[config.mk]
export PLATFORM = sky130hd
export DESIGN_NAME = serial_audio_rx
export DESIGN_NICKNAME = d
export VERILOG_FILES = /design/src/rtl/serial_audio_rx.sv
export SDC_FILE = /design/constraint.sdc
export NUM_CORES = 1
export LEC_CHECK = 0
export BUFFER_PORTS_ARGS = -buffer_cell sky130_fd_sc_hd__buf_2
export CORE_UTILIZATION = 50
export DETAILED_ROUTE_END_ITERATION = 16
export PLACE_DENSITY = 0.68
export SKIP_LAST_GASP = 1
export SLEW_MARGIN = 20
export SYNTH_ARGS = -nofsm -noshare
export SYNTH_HDL_FRONTEND = slang
export SYNTH_SLANG_ARGS = --single-unit
[constraint.sdc]
create_clock -name clk -period 4.6 [get_ports clk]
set_input_delay 0.46 -clock clk [delete_from_list [all_inputs] [get_ports clk]]
set_output_delay 0.46 -clock clk [all_outputs]
set_load 0.1 [all_outputs]
[src/rtl/serial_audio_rx.sv]
module serial_audio_rx #(
  parameter int SW          = 24,
  parameter int ZERO_FRAMES = 1024,
  parameter int POS_W       = 6
) (
  input  logic          clk,
  input  logic          rst_n,
  input  logic          bit_clk,
  input  logic          frm_clk,
  input  logic          ser_data,
  input  logic [1:0]    fmt_mode,
  input  logic [1:0]    rj_len,
  output logic [SW-1:0] smp_left,
  output logic [SW-1:0] smp_right,
  output logic          smp_valid,
  output logic          zero_left,
  output logic          zero_right
);
  localparam int CW = $clog2(SW + 1);
  localparam int ZW = $clog2(ZERO_FRAMES + 2);
  localparam logic [POS_W-1:0] POS_MAX = '1;
  localparam logic [CW-1:0]    TOP     = CW'(SW - 1);

  logic [2:0]       s1, s2;
  logic             lr_q, ch_q, armed, have_left;
  logic [POS_W-1:0] pos_q, idx, start;
  logic [CW-1:0]    cnt_q;
  logic [SW-1:0]    acc_q, hold_q;
  logic [SW-1:0]    smp_q [2];
  logic [1:0]       zflag;

  wire dsp     = fmt_mode == 2'b11;
  wire lr      = s1[1];
  wire din     = s1[0];
  wire tick    = dsp ? (s2[2] & ~s1[2]) : (s1[2] & ~s2[2]);
  wire xfer    = dsp ? (lr & ~lr_q) : (lr ^ lr_q);
  wire next_ch = dsp ? ~ch_q : ((fmt_mode == 2'b01) ? lr : ~lr);
  wire room    = cnt_q < CW'(SW);
  wire commit  = tick & xfer & armed;
  wire fire    = commit & ch_q & have_left;
  wire [CW-1:0] wr_at = TOP - cnt_q;

  always_comb begin
    case (fmt_mode)
      2'b00: begin
        case (rj_len)
          2'b01:   start = POS_W'(12);
          2'b10:   start = POS_W'(16);
          default: start = POS_W'(8);
        endcase
      end
      2'b01:   start = POS_W'(1);
      default: start = '0;
    endcase
  end

  assign idx = (pos_q == POS_MAX) ? pos_q : pos_q + 1'b1;
  wire cap = armed & room & (dsp ? ~lr : (idx >= start));

  always_ff @(posedge clk or negedge rst_n) begin
    if (!rst_n) begin
      s1    <= '0;
      s2    <= '0;
      lr_q  <= 1'b0;
      ch_q  <= 1'b1;
      armed <= 1'b0;
      pos_q <= '0;
      cnt_q <= '0;
      acc_q <= '0;
    end else begin
      s1 <= {bit_clk, frm_clk, ser_data};
      s2 <= s1;
      if (tick) begin
        lr_q <= lr;
        if (xfer) begin
          armed <= 1'b1;
          ch_q  <= next_ch;
          pos_q <= '0;
          if (!dsp && start == '0) begin
            acc_q <= {din, {(SW-1){1'b0}}};
            cnt_q <= CW'(1);
          end else begin
            acc_q <= '0;
            cnt_q <= '0;
          end
        end else begin
          pos_q <= idx;
          if (cap) begin
            acc_q[wr_at] <= din;
            cnt_q        <= cnt_q + 1'b1;
          end
        end
      end
    end
  end

  always_ff @(posedge clk or negedge rst_n) begin
    if (!rst_n) begin
      hold_q    <= '0;
      have_left <= 1'b0;
      smp_valid <= 1'b0;
      smp_q[0]  <= '0;
      smp_q[1]  <= '0;
    end else begin
      smp_valid <= fire;
      if (commit & ~ch_q) begin
        hold_q    <= acc_q;
        have_left <= 1'b1;
      end
      if (fire) begin
        smp_q[0]  <= hold_q;
        smp_q[1]  <= acc_q;
        have_left <= 1'b0;
      end
    end
  end

  for (genvar c = 0; c < 2; c++) begin : g_zero
    logic [ZW-1:0] zc_q, zc_n;
    logic          zf_q;
    wire [SW-1:0]  word = (c == 0) ? hold_q : acc_q;
    assign zc_n = (word != '0) ? '0 :
                  ((zc_q == ZW'(ZERO_FRAMES + 1)) ? zc_q : zc_q + 1'b1);
    always_ff @(posedge clk or negedge rst_n) begin
      if (!rst_n) begin
        zc_q <= '0;
        zf_q <= 1'b0;
      end else if (fire) begin
        zc_q <= zc_n;
        zf_q <= zc_n > ZW'(ZERO_FRAMES);
      end
    end
    assign zflag[c] = zf_q;
  end

  assign smp_left   = smp_q[0];
  assign smp_right  = smp_q[1];
  assign zero_left  = zflag[0];
  assign zero_right = zflag[1];
endmodule


# Yosys cells after proc, flatten, opt, wreduce, memory -nomap -nowiden
# Index checks and enable logic that the tools add are counted.
dict set report word_totals {
  ff_bits 142
  input_bits 9
  output_inout_bits 51
  elab_cells 86
}
dict set report classes {
  n_addsub 5
  n_lt_le_gt_ge 6
  n_eq_ne 7
  n_mux 24
  bitwise_logic 16
  reduce_logical 11
}
# op n
set op_table {}
lappend op_table {{$mux 24} 3}
lappend op_table {{$reduce_bool 24->1} 2}
lappend op_table {{$mux 11} 4}
lappend op_table {{$bwmux 24} 1}
lappend op_table {{$add 11x1->11 const B} 2}
lappend op_table {{$eq 11x11->1 const B} 2}
lappend op_table {{$gt 11x11->1 const B} 2}
lappend op_table {{$pmux 5 s2} 2}
lappend op_table {{$mux 6} 2}
lappend op_table {{$and 1x1->1} 10}
lappend op_table {{$mux 5} 2}
lappend op_table {{$mux 1} 9}
lappend op_table {{$add 6x1->6 const B} 1}
lappend op_table {{$eq 6x6->1 const B} 1}
lappend op_table {{$ge 6x6->1} 1}
lappend op_table {{$logic_not 6->1} 1}
lappend op_table {{$lt 5x6->1 const B} 1}
lappend op_table {{$add 5x1->5 const B} 1}
lappend op_table {{$demux 1 s5} 1}
lappend op_table {{$ge 5x1->1 const B} 1}
lappend op_table {{$lt 5x5->1 const B} 1}
lappend op_table {{$not 1->1} 5}
lappend op_table {{$sub 5x5->5 const A} 1}
lappend op_table {{$eq 2x1->1 const B} 2}
lappend op_table {{other kinds (7)} 11}

# Longest topological paths before layout
# Gate-level depths: netlist of run 1.
dict set report depth {
  ltp_word 8
  ltp_mapped 13
  ltp_nobuf 11
}

# Least setup slack after synthesis of run 1
# No wires, ideal clock.
dict set report synth_path {
  path_kind {register to register}
  from {register pos_q[0]}
  to {register acc_q[23]}
  setup_ns 0.122
  t_arrival_ns 2.593
  required_time_ns 4.478
  slack_ns 1.885
  path_stages_with_launch 12
  n_path_buf 2
  synth_period_minus_slack_ns 2.715
  cell_sequence {dfrtp_1 -> ha_1 -> and3_1 -> nand3_1 -> o21ai_0 -> ha_1 -> a211oi_1 -> a41oi_1 -> o21a_1 -> buf_6 -> buf_8 -> a32o_1}
}
dict set report synth_via {
  elab_chain_cells 7
  word_cells_on_any_way 8
  cone_classes {add/sub (1); order compare (1); eq/ne (1); mux (2); bitwise (1); reduce/logical (2)}
}
# element line
set synth_rtl {}
lappend synth_rtl {{start, declared} 26} ;# logic [POS_W-1:0] pos_q, idx, start;
lappend synth_rtl {{start signal, assigned} 87} ;# pos_q <= idx;
lappend synth_rtl {{$add 6x1->6 / $eq 6x6->1 (equally long branches)} 57} ;# assign idx = (pos_q == POS_MAX) ? pos_q : pos_q + 1'b1;
lappend synth_rtl {{$mux 6 *} 57}
lappend synth_rtl {{$ge 6x6->1 *} 58} ;# wire cap = armed & room & (dsp ? ~lr : (idx >= start));
lappend synth_rtl {{$mux 1 *} 58}
lappend synth_rtl {{$and 1x1->1 *} 58}
lappend synth_rtl {{$reduce_bool 2->1 (no line) *} -}
lappend synth_rtl {{$reduce_and 2->1 (no line) *} -}
lappend synth_rtl {{end signal, assigned} 80} ;# acc_q <= {din, {(SW-1){1'b0}}};
lappend synth_rtl {{end signal, assigned by index} 89} ;# acc_q[wr_at] <= din;
lappend synth_rtl {{end, declared} 28} ;# logic [SW-1:0] acc_q, hold_q;
# Mark *: on every way between the ends. The rest lies on a longest branch, timed or not.
# A chain may end at the register's enable or synchronous reset.

# Final worst setup path of run 1
dict set report layout_path {
  from {register pos_q[0]}
  to {register acc_q[4]}
}
# The elaborated chain is that of the path after synthesis.

==> run summary, run 1 <==
• register to register — class of the most critical setup path
• 140 — Yosys reg bits
• 60 — number of primary I/O pins
• 0.0261 — Synth Area in Adders
• 0.00633 ns — worst-case clock skew
• 0.234 — Simple-Gate Fraction of Synth Area
• 0 — Buf+Inv Stages, Crit Path
• 469 — number of DRC violations after detailed-routing iteration 0
• 772 — nets@finish
• 0 — number of nets with antenna violations after routing
• 0 — number of warning messages in the yosys log
• 4.04 nW — standby leakage power
• 140 — number of sinks handled by clock tree synthesis
• 0.228 — Global Route Usage Sum
• 13900 um^2 — total die area
• 0.00652 — xor-xnor portion of the synthesized cell area
• 0 — endpoints failing setup
• 3.90 mW — Power Total
• 102 — largest net degree at the start of global routing
• 0 — number of antenna cells inserted
• 0.522 — effective utilization at floorplan
• 5045 — via count of the first global-routing pass
• 0.310 mV — worst IR drop on VDD
• 16.0 um — routed wire length per instance
• 4.86 ns — required time at the worst-slack endpoint
• 0 — hold bufs inserted after CTS
• 0.42 ns — later-pin clock latency in the skew report
• 14.2% — layout overhead on the synthesized area
• 0.0838 — multiplexer area fraction after synthesis
• register — kind of launch point of the worst setup path
• 59 — count of buffers inserted at the top-level ports
• 1094 — # fillers
• 0 — global-route congestion overflow total
• 0 — number of design rule violations left after detail routing
• 0.79 ns — highest cell delay on the worst timing path
• 3.43 ns — final worst path period need
• register — endpoint kind of the worst setup timing path
• 5.69 — via density per instance
• 6720 um^2 — netlist area before placement
• 0.522 — sequential fraction of the synthesis area
• 17 — clock buffer count from CTS
• 9.56 um^2 — synthesized area per cell
• 0 — pins over their slew limit
• ha_1 > and3_1 > nand3_1 > o21ai_0 > ha_1 > o21a_1 > o21ai_0 > a41oi_1 > o21a_1 > nand3_1 > mux2i_1 — ordered list of cells on the worst path
• 0.870 — RePlAce Congestion
• 118 um — die outline height
• 0 — count of buffers added by post-CTS timing repair for setup
• false — setup repair after global routing missed its margin
• yes — clock tree from TritonCTS
• 3.69 ns — Arr. time, crit path
• 0.06 ns — Reg clk slew, reported paths
• 61 — number of distinct library cell variants in the gate-level netlist after synthesis
• 0 ns — final-layout setup total negative slack
• 5 — drt pass-1 iters
• sky130_fd_sc_hd__dfrtp_1 — Synth area leader
• 0 — post-cts resize count
• 41 — std cell rows
• 726 — post-synth net total
• 9980 um — final HPWL from detailed placement
• sky130_fd_sc_hd__o21a_1 — Crit-path slowest cell
• 703 — post-synthesis cell count
• 292 MHz — upper clock frequency limit
• 0 — count of flip-flops with a built-in enable after synthesis
• sky130_fd_sc_hd__dfrtp_1 52%, sky130_fd_sc_hd__nand2_1 12%, sky130_fd_sc_hd__mux2_2 4.4% — Synth area leaders
• 12900 um^2 — core region area
• 28 — peak fanout along the critical path
• 4 — H-tree depth
• 509 nW/um^2 — total power per unit cell area
• sky130_fd_sc_hd__clkbuf_16 — clock root cell
• 0.341 — worst-case headroom to the max-slew limit
• sky130_fd_sc_hd__dfrtp_1 — top flip-flop cell by instance count after synthesis
• 0.169 — fraction of final layout cells with drive strength greater than 1
• 15000 um — routed wire length
• 0.988 ns — measured slew at the worst slew-check pin
• 0 — initial antenna violation count
• compound AO/OA/AOI/OAI gates — family of cells with the greatest summed delay on the critical path
• simple AND/OR/NAND/NOR gates — combinational family with the most area after synthesis
• 2 — worst-case clock buffer depth
• 1.00 — async set-reset flop share out of synthesis
• input pin to register — Worst Hold Class
• 0.0940 — Compound-Gate Fraction of Synth Area
• 0.745 — period utilization
• 5313 — total number of vias
• 25300 um — global-route wire length before repair
• 118 um — horizontal die dimension
• 0 — Max-Cap Viols
• 0 — hold violation total from the final report
• 0.518 — area share of the largest cell type after synthesis
• complete, no violations — result of the run
==> cells by family (layout without fill, tap and decap cells) <==
kind of cell / count (synthesis) / count (layout)
and+or+nand+nor: 346 / 346
muxes: 53 / 53
AOI/OAI and AO/OA: 96 / 96
DFF: 140 / 140
adders and majority gates: 14 / 14
buffers and inverters: 49 / 108
xor gates and xnor gates: 5 / 5
==> path summary, 6_finish.rpt <==
path	start	endpoint	slack [ns]	depth (start not counted)
min in group asynchronous	rst_n	g_zero[0].zc_q[10]$_DFFE_PN0P_	0.15	1
hold / removal	bit_clk	s1[2]$_DFF_PN0_	0.14	1
hold reg to reg	s1[2]$_DFF_PN0_	s2[2]$_DFF_PN0_	0.44	0
max in group asynchronous	rst_n	acc_q[20]$_DFFE_PN0P_	3.42	2
setup / recovery	pos_q[0]$_DFFE_PN0P_	acc_q[4]$_DFFE_PN0P_	1.17	11
setup reg to reg	pos_q[0]$_DFFE_PN0P_	acc_q[4]$_DFFE_PN0P_	1.17	11
==> synth_stat cells (9+ instances only) <==
cell type                  instances
sky130_fd_sc_hd__clkbuf_1         21
sky130_fd_sc_hd__nor4_1           14
sky130_fd_sc_hd__a21oi_1          12
sky130_fd_sc_hd__nor2_1           16
sky130_fd_sc_hd__ha_1             14
sky130_fd_sc_hd__nand3_1          39
sky130_fd_sc_hd__mux2_2           26
sky130_fd_sc_hd__buf_2             9
sky130_fd_sc_hd__nor3_1           10
sky130_fd_sc_hd__nand2_1         218
sky130_fd_sc_hd__dfrtp_1         139
sky130_fd_sc_hd__inv_1            11
sky130_fd_sc_hd__o31ai_1          10
sky130_fd_sc_hd__mux2i_1          27
sky130_fd_sc_hd__o21ai_0          35
==> sequential cells by signal, summed over array words and instances, names as in the netlist <==
| name | count |
|---|---|
| g_zero.word | 24 |
| acc_q | 24 |
| smp_valid | 1 |
| cnt_q | 5 |
| lr_q | 1 |
| ch_q | 1 |
| zero_right | 1 |
| zero_left | 1 |
| have_left | 1 |
| g_zero.zc_q | 22 |
| smp_right | 24 |
| s1 | 3 |
| smp_left | 24 |
| armed | 1 |
| pos_q | 6 |
| s2 | 1 |
==> per-layer routing <==
metal	part of all wire	vias to the layer above	track usage
met2	0.47	148	0.358
li1	-	2530	-
met3	0.049	10	0.0552
met4	0.011	0	0.0697
met1	0.47	2625	0.312
met5	0	-	0
==> placed cells by master (no fill, tap or decap), drive strengths merged, types with 2 or more instances in the layout <==
cell / synthesis / final
a2111oi: 2 / 2
a211oi: 2 / 2
a21o: 5 / 5
a21oi: 12 / 12
a22o: 3 / 3
a31oi: 5 / 5
a32o: 2 / 2
a41oi: 2 / 2
and2: 5 / 5
and3: 6 / 6
and4: 3 / 3
and4b: 2 / 2
buf: 15 / 64
clkbuf: 22 / 26
clkinv: 1 / 5
dfrtp: 139 / 139
ha: 14 / 14
inv: 11 / 11
mux2: 26 / 26
mux2i: 27 / 27
nand2: 219 / 219
nand2b: 2 / 2
nand3: 39 / 39
nand3b: 2 / 2
nand4: 5 / 5
nor2: 16 / 16
nor2b: 5 / 5
nor3: 10 / 10
nor3b: 5 / 5
nor4: 14 / 14
o211ai: 2 / 2
o21a: 4 / 4
o21ai: 35 / 35
o31ai: 10 / 10
o32ai: 2 / 2
o41ai: 2 / 2
or2: 3 / 3
or3: 6 / 6
xnor2: 5 / 5
==> cell type report <==
type,count,area [um^2],share of cell area
Sequential cell,140,3500,0.457
Multi-Input combinational cell,514,2990,0.390
Clock buffer,26,519,0.0677
Timing Repair Buffer,64,339,0.0442
Tap cell,172,215,0.0280
Clock inverter,6,57.6,0.00750
Inverter,12,45.0,0.00587
==> where the power goes <==
part | switching (mW) | total [mW] | internal [mW]
clock | 0.492 | 1.32 | 0.826
sequential | 0.165 | 1.54 | 1.38
combinational | 0.756 | 1.04 | 0.288
total | 1.41 | 3.90 | 2.49
==> per-stage QoR <==
stage          utilization  instance area, um^2  hold slack [ns]  cells  worst slack [ns]
2_1_floorplan            -                 6720            0.164    703              1.89
3_3_place_gp         0.551                 7100            0.408    902              1.39
3_5_place_dp         0.551                 7100            0.426    902              1.23
4_1_cts              0.596                 7670            0.130    934              1.22
5_1_grt              0.596                 7670            0.126    934             0.913
6_report             0.596                 7670            0.139    934              1.17
==> worst register-to-register path, stage by stage (launching register included) <==
cell and delay, ns:
sky130_fd_sc_hd__dfrtp_1 0.43, sky130_fd_sc_hd__ha_1 0.26, sky130_fd_sc_hd__and3_1 0.23, sky130_fd_sc_hd__nand3_1 0.21, sky130_fd_sc_hd__o21ai_0 0.18, sky130_fd_sc_hd__ha_1 0.33, sky130_fd_sc_hd__o21a_1 0.13, sky130_fd_sc_hd__o21ai_0 0.10
sky130_fd_sc_hd__a41oi_1 0.22, sky130_fd_sc_hd__o21a_1 0.79, sky130_fd_sc_hd__nand3_1 0.22, sky130_fd_sc_hd__mux2i_1 0.17
Note: power is estimated with default switching activity, not from simulation.
==> inputs of run 2 (changes only) <==
Settings changed: PLACE_DENSITY 0.68 to 0.7.
Clock period 4.6 ns to 3 ns, I/O delays scaled along.
==> run summary, run 2 (synthesized netlist as in run 1, its figures left out) <==
• 20 — hold violation total from the final report, was 0
• ha_1 > and3_1 > nand3_2 > o21ai_0 > ha_1 > a211oi_2 > a41oi_1 > o21a_1 > buf_12 > nand3_1 > mux2i_1 — ordered list of cells on the worst path, was ha_1 > and3_1 > nand3_1 > o21ai_0 > ha_1 > o21a_1 > o21ai_0 > a41oi_1 > o21a_1 > nand3_1 > mux2i_1
• 5052 — via count of the first global-routing pass, was 5045
• input pin to asynchronous set/reset pin — Worst Hold Class, was input pin to register
• 28 — peak fanout along the critical path, unchanged
• sky130_fd_sc_hd__nand2_1 — leading cell type in the layout, fill and taps excluded, unchanged
• 0 — Max-Cap Viols, unchanged
• 783 — nets@finish, was 772
• 0.44 ns — highest cell delay on the worst timing path, was 0.79 ns
• 15100 um — routed wire length, was 15000 um
• 0.610 — Layout Utilization, was 0.596
• 118 um — die outline height, unchanged
• 17 — clock buffer count from CTS, unchanged
• 3.14 ns — Arr. time, crit path, was 3.69 ns
• 103 — largest net degree at the start of global routing, was 102
• 0.349 — Clk pwr share, was 0.337
• false — setup repair after global routing missed its margin, unchanged
• 10300 um — final HPWL from detailed placement, was 9980 um
• 140 — number of sinks handled by clock tree synthesis, unchanged
• 0.231 — Global Route Usage Sum, was 0.228
• 0 — initial antenna violation count, unchanged
• 0.934 — period utilization, was 0.745
• 118 um — horizontal die dimension, unchanged
• 13900 um^2 — total die area, unchanged
• 12900 um^2 — core region area, unchanged
• 0 ns — final-layout setup total negative slack, unchanged
• 60 — number of primary I/O pins, unchanged
• 1083 — # fillers, was 1094
• finished with violations — result of the run, was complete, no violations
• 0.43 ns — later-pin clock latency in the skew report, was 0.42 ns
• register to register — class of the most critical setup path, unchanged
• sky130_fd_sc_hd__clkbuf_16 — clock root cell, unchanged
• 2.20 mW — total net switching power, was 1.41 mW
• 910 — count of placed standard cells including taps, was 902
• 7210 um^2 — Cell Area, Placed, was 7100 um^2
• 0 — number of nets with antenna violations after routing, unchanged
• compound AO/OA/AOI/OAI gates — family of cells with the greatest summed delay on the critical path, unchanged
• 593 — number of DRC violations after detailed-routing iteration 0, was 469
• 218 x sky130_fd_sc_hd__nand2_1, 137 x sky130_fd_sc_hd__dfrtp_1, 58 x sky130_fd_sc_hd__buf_2 — highest-count cells in the layout ignoring fill and taps, was 218 x sky130_fd_sc_hd__nand2_1, 139 x sky130_fd_sc_hd__dfrtp_1, 58 x sky130_fd_sc_hd__buf_2
• 0.375 — worst-case headroom to the max-slew limit, was 0.341
• 0.386 — Flop pwr share, was 0.395
• 2.80 ns — final worst path period need, was 3.43 ns
• 16.0 um — routed wire length per instance, about the same
• 0.358 — Switching Fraction, was 0.362
• 0.184 — fraction of final layout cells with drive strength greater than 1, was 0.169
• 0.266 — combinational group share of total power, was 0.267
• 59 — count of buffers inserted at the top-level ports, unchanged
• 0 — endpoints failing setup, unchanged
• 783 nW/um^2 — total power per unit cell area, was 509 nW/um^2
• 4 — H-tree depth, unchanged
• 0 — global-route congestion overflow total, unchanged
• 0 — count of buffers added by post-CTS timing repair for setup, unchanged
• 4.11 nW — standby leakage power, was 4.04 nW
• 7860 um^2 — post-route standard cell area excluding fillers, was 7670 um^2
• sky130_fd_sc_hd__ha_1 — most prevalent standard cell on the critical path
• 0.0116 ns — worst-case clock skew, was 0.00633 ns
• 0.06 ns — Reg clk slew, reported paths, about the same
• 943 — number of standard cells in the final layout excluding fillers, was 934
• register — endpoint kind of the worst setup timing path, unchanged
• register — kind of launch point of the worst setup path, unchanged
• 0 — pins over their slew limit, unchanged
• 0.937 ns — measured slew at the worst slew-check pin, was 0.988 ns
• -0.00839 ns — worst hold-check slack, was 0.139 ns
• 25400 um — global-route wire length before repair, was 25300 um
• 0.830 — RePlAce Congestion, was 0.870
• 0 — number of design rule violations left after detail routing, unchanged
• 1 — Buf+Inv Stages, Crit Path, was 0
• 5.64 — via density per instance, was 5.69
• 0.522 — effective utilization at floorplan, unchanged
• 0 — number of antenna cells inserted, unchanged
• negative hold slack — failing checks
• 357 MHz — upper clock frequency limit, was 292 MHz
• 5 — drt pass-1 iters, unchanged
• 3.95 mW — internal power summed over all cells, was 2.49 mW
• sky130_fd_sc_hd__dfrtp_2 — Crit-path slowest cell, was sky130_fd_sc_hd__o21a_1
• 3.33 ns — required time at the worst-slack endpoint, was 4.86 ns
• 5323 — total number of vias, was 5313
• 16.9% — layout overhead on the synthesized area, was 14.2%
• yes — clock tree from TritonCTS, unchanged
• 2 — worst-case clock buffer depth, unchanged
• 0.552 mV — worst IR drop on VDD, was 0.310 mV
• 41 — std cell rows, unchanged
[run 2: changes by cell type in the layout (fill, tap and decap cells not counted), moves of 2 or more]
cell,delta
sky130_fd_sc_hd__buf_12,+4
sky130_fd_sc_hd__clkinv_2,-2
sky130_fd_sc_hd__clkbuf_8,-3
sky130_fd_sc_hd__clkbuf_1,-3
sky130_fd_sc_hd__clkinvlp_4,+2
sky130_fd_sc_hd__dfrtp_2,+2
sky130_fd_sc_hd__dlygate4sd3_1,+3
sky130_fd_sc_hd__dfrtp_1,-2
sky130_fd_sc_hd__bufinv_16,+2
sky130_fd_sc_hd__buf_4,+4
[run 2: repair_timing]
action | 4_1_cts | 5_1_grt
resized for setup | 0 | 5
endpoints found under the setup margin | 0 | 28
endpoints found under the hold margin | 3 | 0
hold buffers | 3 | 0
[run 2: through the flow]
step	hold WS (ns)	total power, mW	setup slack, ns
after global placement	0.408	3.97	0.243
after global routing	0.0636	6.45	0.00868
after detailed placement	0.412	4.02	0.0751
final	-0.00839	6.15	0.199
after floorplan	0.00441	3.58	0.285
after CTS	0.0326	6.17	0.0532
[run 2: final timing paths]
| path | start | endpoint | slack, ns | cells after the start |
|---|---|---|---|---|
| max | pos_q[0]$_DFFE_PN0P_ | acc_q[20]$_DFFE_PN0P_ | 0.20 | 11 |
| min reg2reg | s1[2]$_DFF_PN0_ | s2[2]$_DFF_PN0_ | 0.43 | 0 |
| max in group asynchronous | rst_n | ch_q$_DFFE_PN1P_ | 2.18 | 2 |
| min | rst_n | pos_q[4]$_DFFE_PN0P_ | -0.008 | 1 |
| max reg2reg | pos_q[0]$_DFFE_PN0P_ | acc_q[20]$_DFFE_PN0P_ | 0.20 | 11 |
| min in group clk | fmt_mode[0] | cnt_q[0]$_DFFE_PN0P_ | 0.36 | 4 |
[run 2: power groups by stage]
stage / Combinational [mW] / Sequential, mW / Clock, mW
finish: 1.63 / 2.37 / 2.15
global placement: 1.59 / 2.38 / 0
floorplan: 0.854 / 2.72 / 0
CTS: 1.63 / 2.37 / 2.18
global route: 1.79 / 2.41 / 2.25
detailed placement: 1.62 / 2.40 / 0
[run 2: worst reg2reg max path: cells and delay by family, from the launching register on]
family / cells / cell delay, ns
muxes: 1 / 0.21
adders and majority gates: 2 / 0.58
AOI/OAI and AO/OA: 4 / 0.84
DFF: 1 / 0.44
buffers and inverters: 1 / 0.16
and+or+nand+nor: 3 / 0.49
[run 2: cell type report]
class                           instances  area (um^2)  share of cell area
Sequential cell                       140         3510               0.446
Multi-Input combinational cell        514         3000               0.382
Timing Repair Buffer                   75          479              0.0610
Clock buffer                           20          467              0.0594
Tap cell                              172          215              0.0274
Clock inverter                         10          140              0.0178
Inverter                               12         45.0             0.00573
[run 2: metal layers]
metal | up-vias | global-route usage | part of all wire
li1 | 2561 | - | -
met1 | 2627 | 0.320 | 0.48
met2 | 113 | 0.357 | 0.47
met3 | 22 | 0.0475 | 0.034
met4 | 0 | 0.0841 | 0.017
met5 | - | 0 | 0
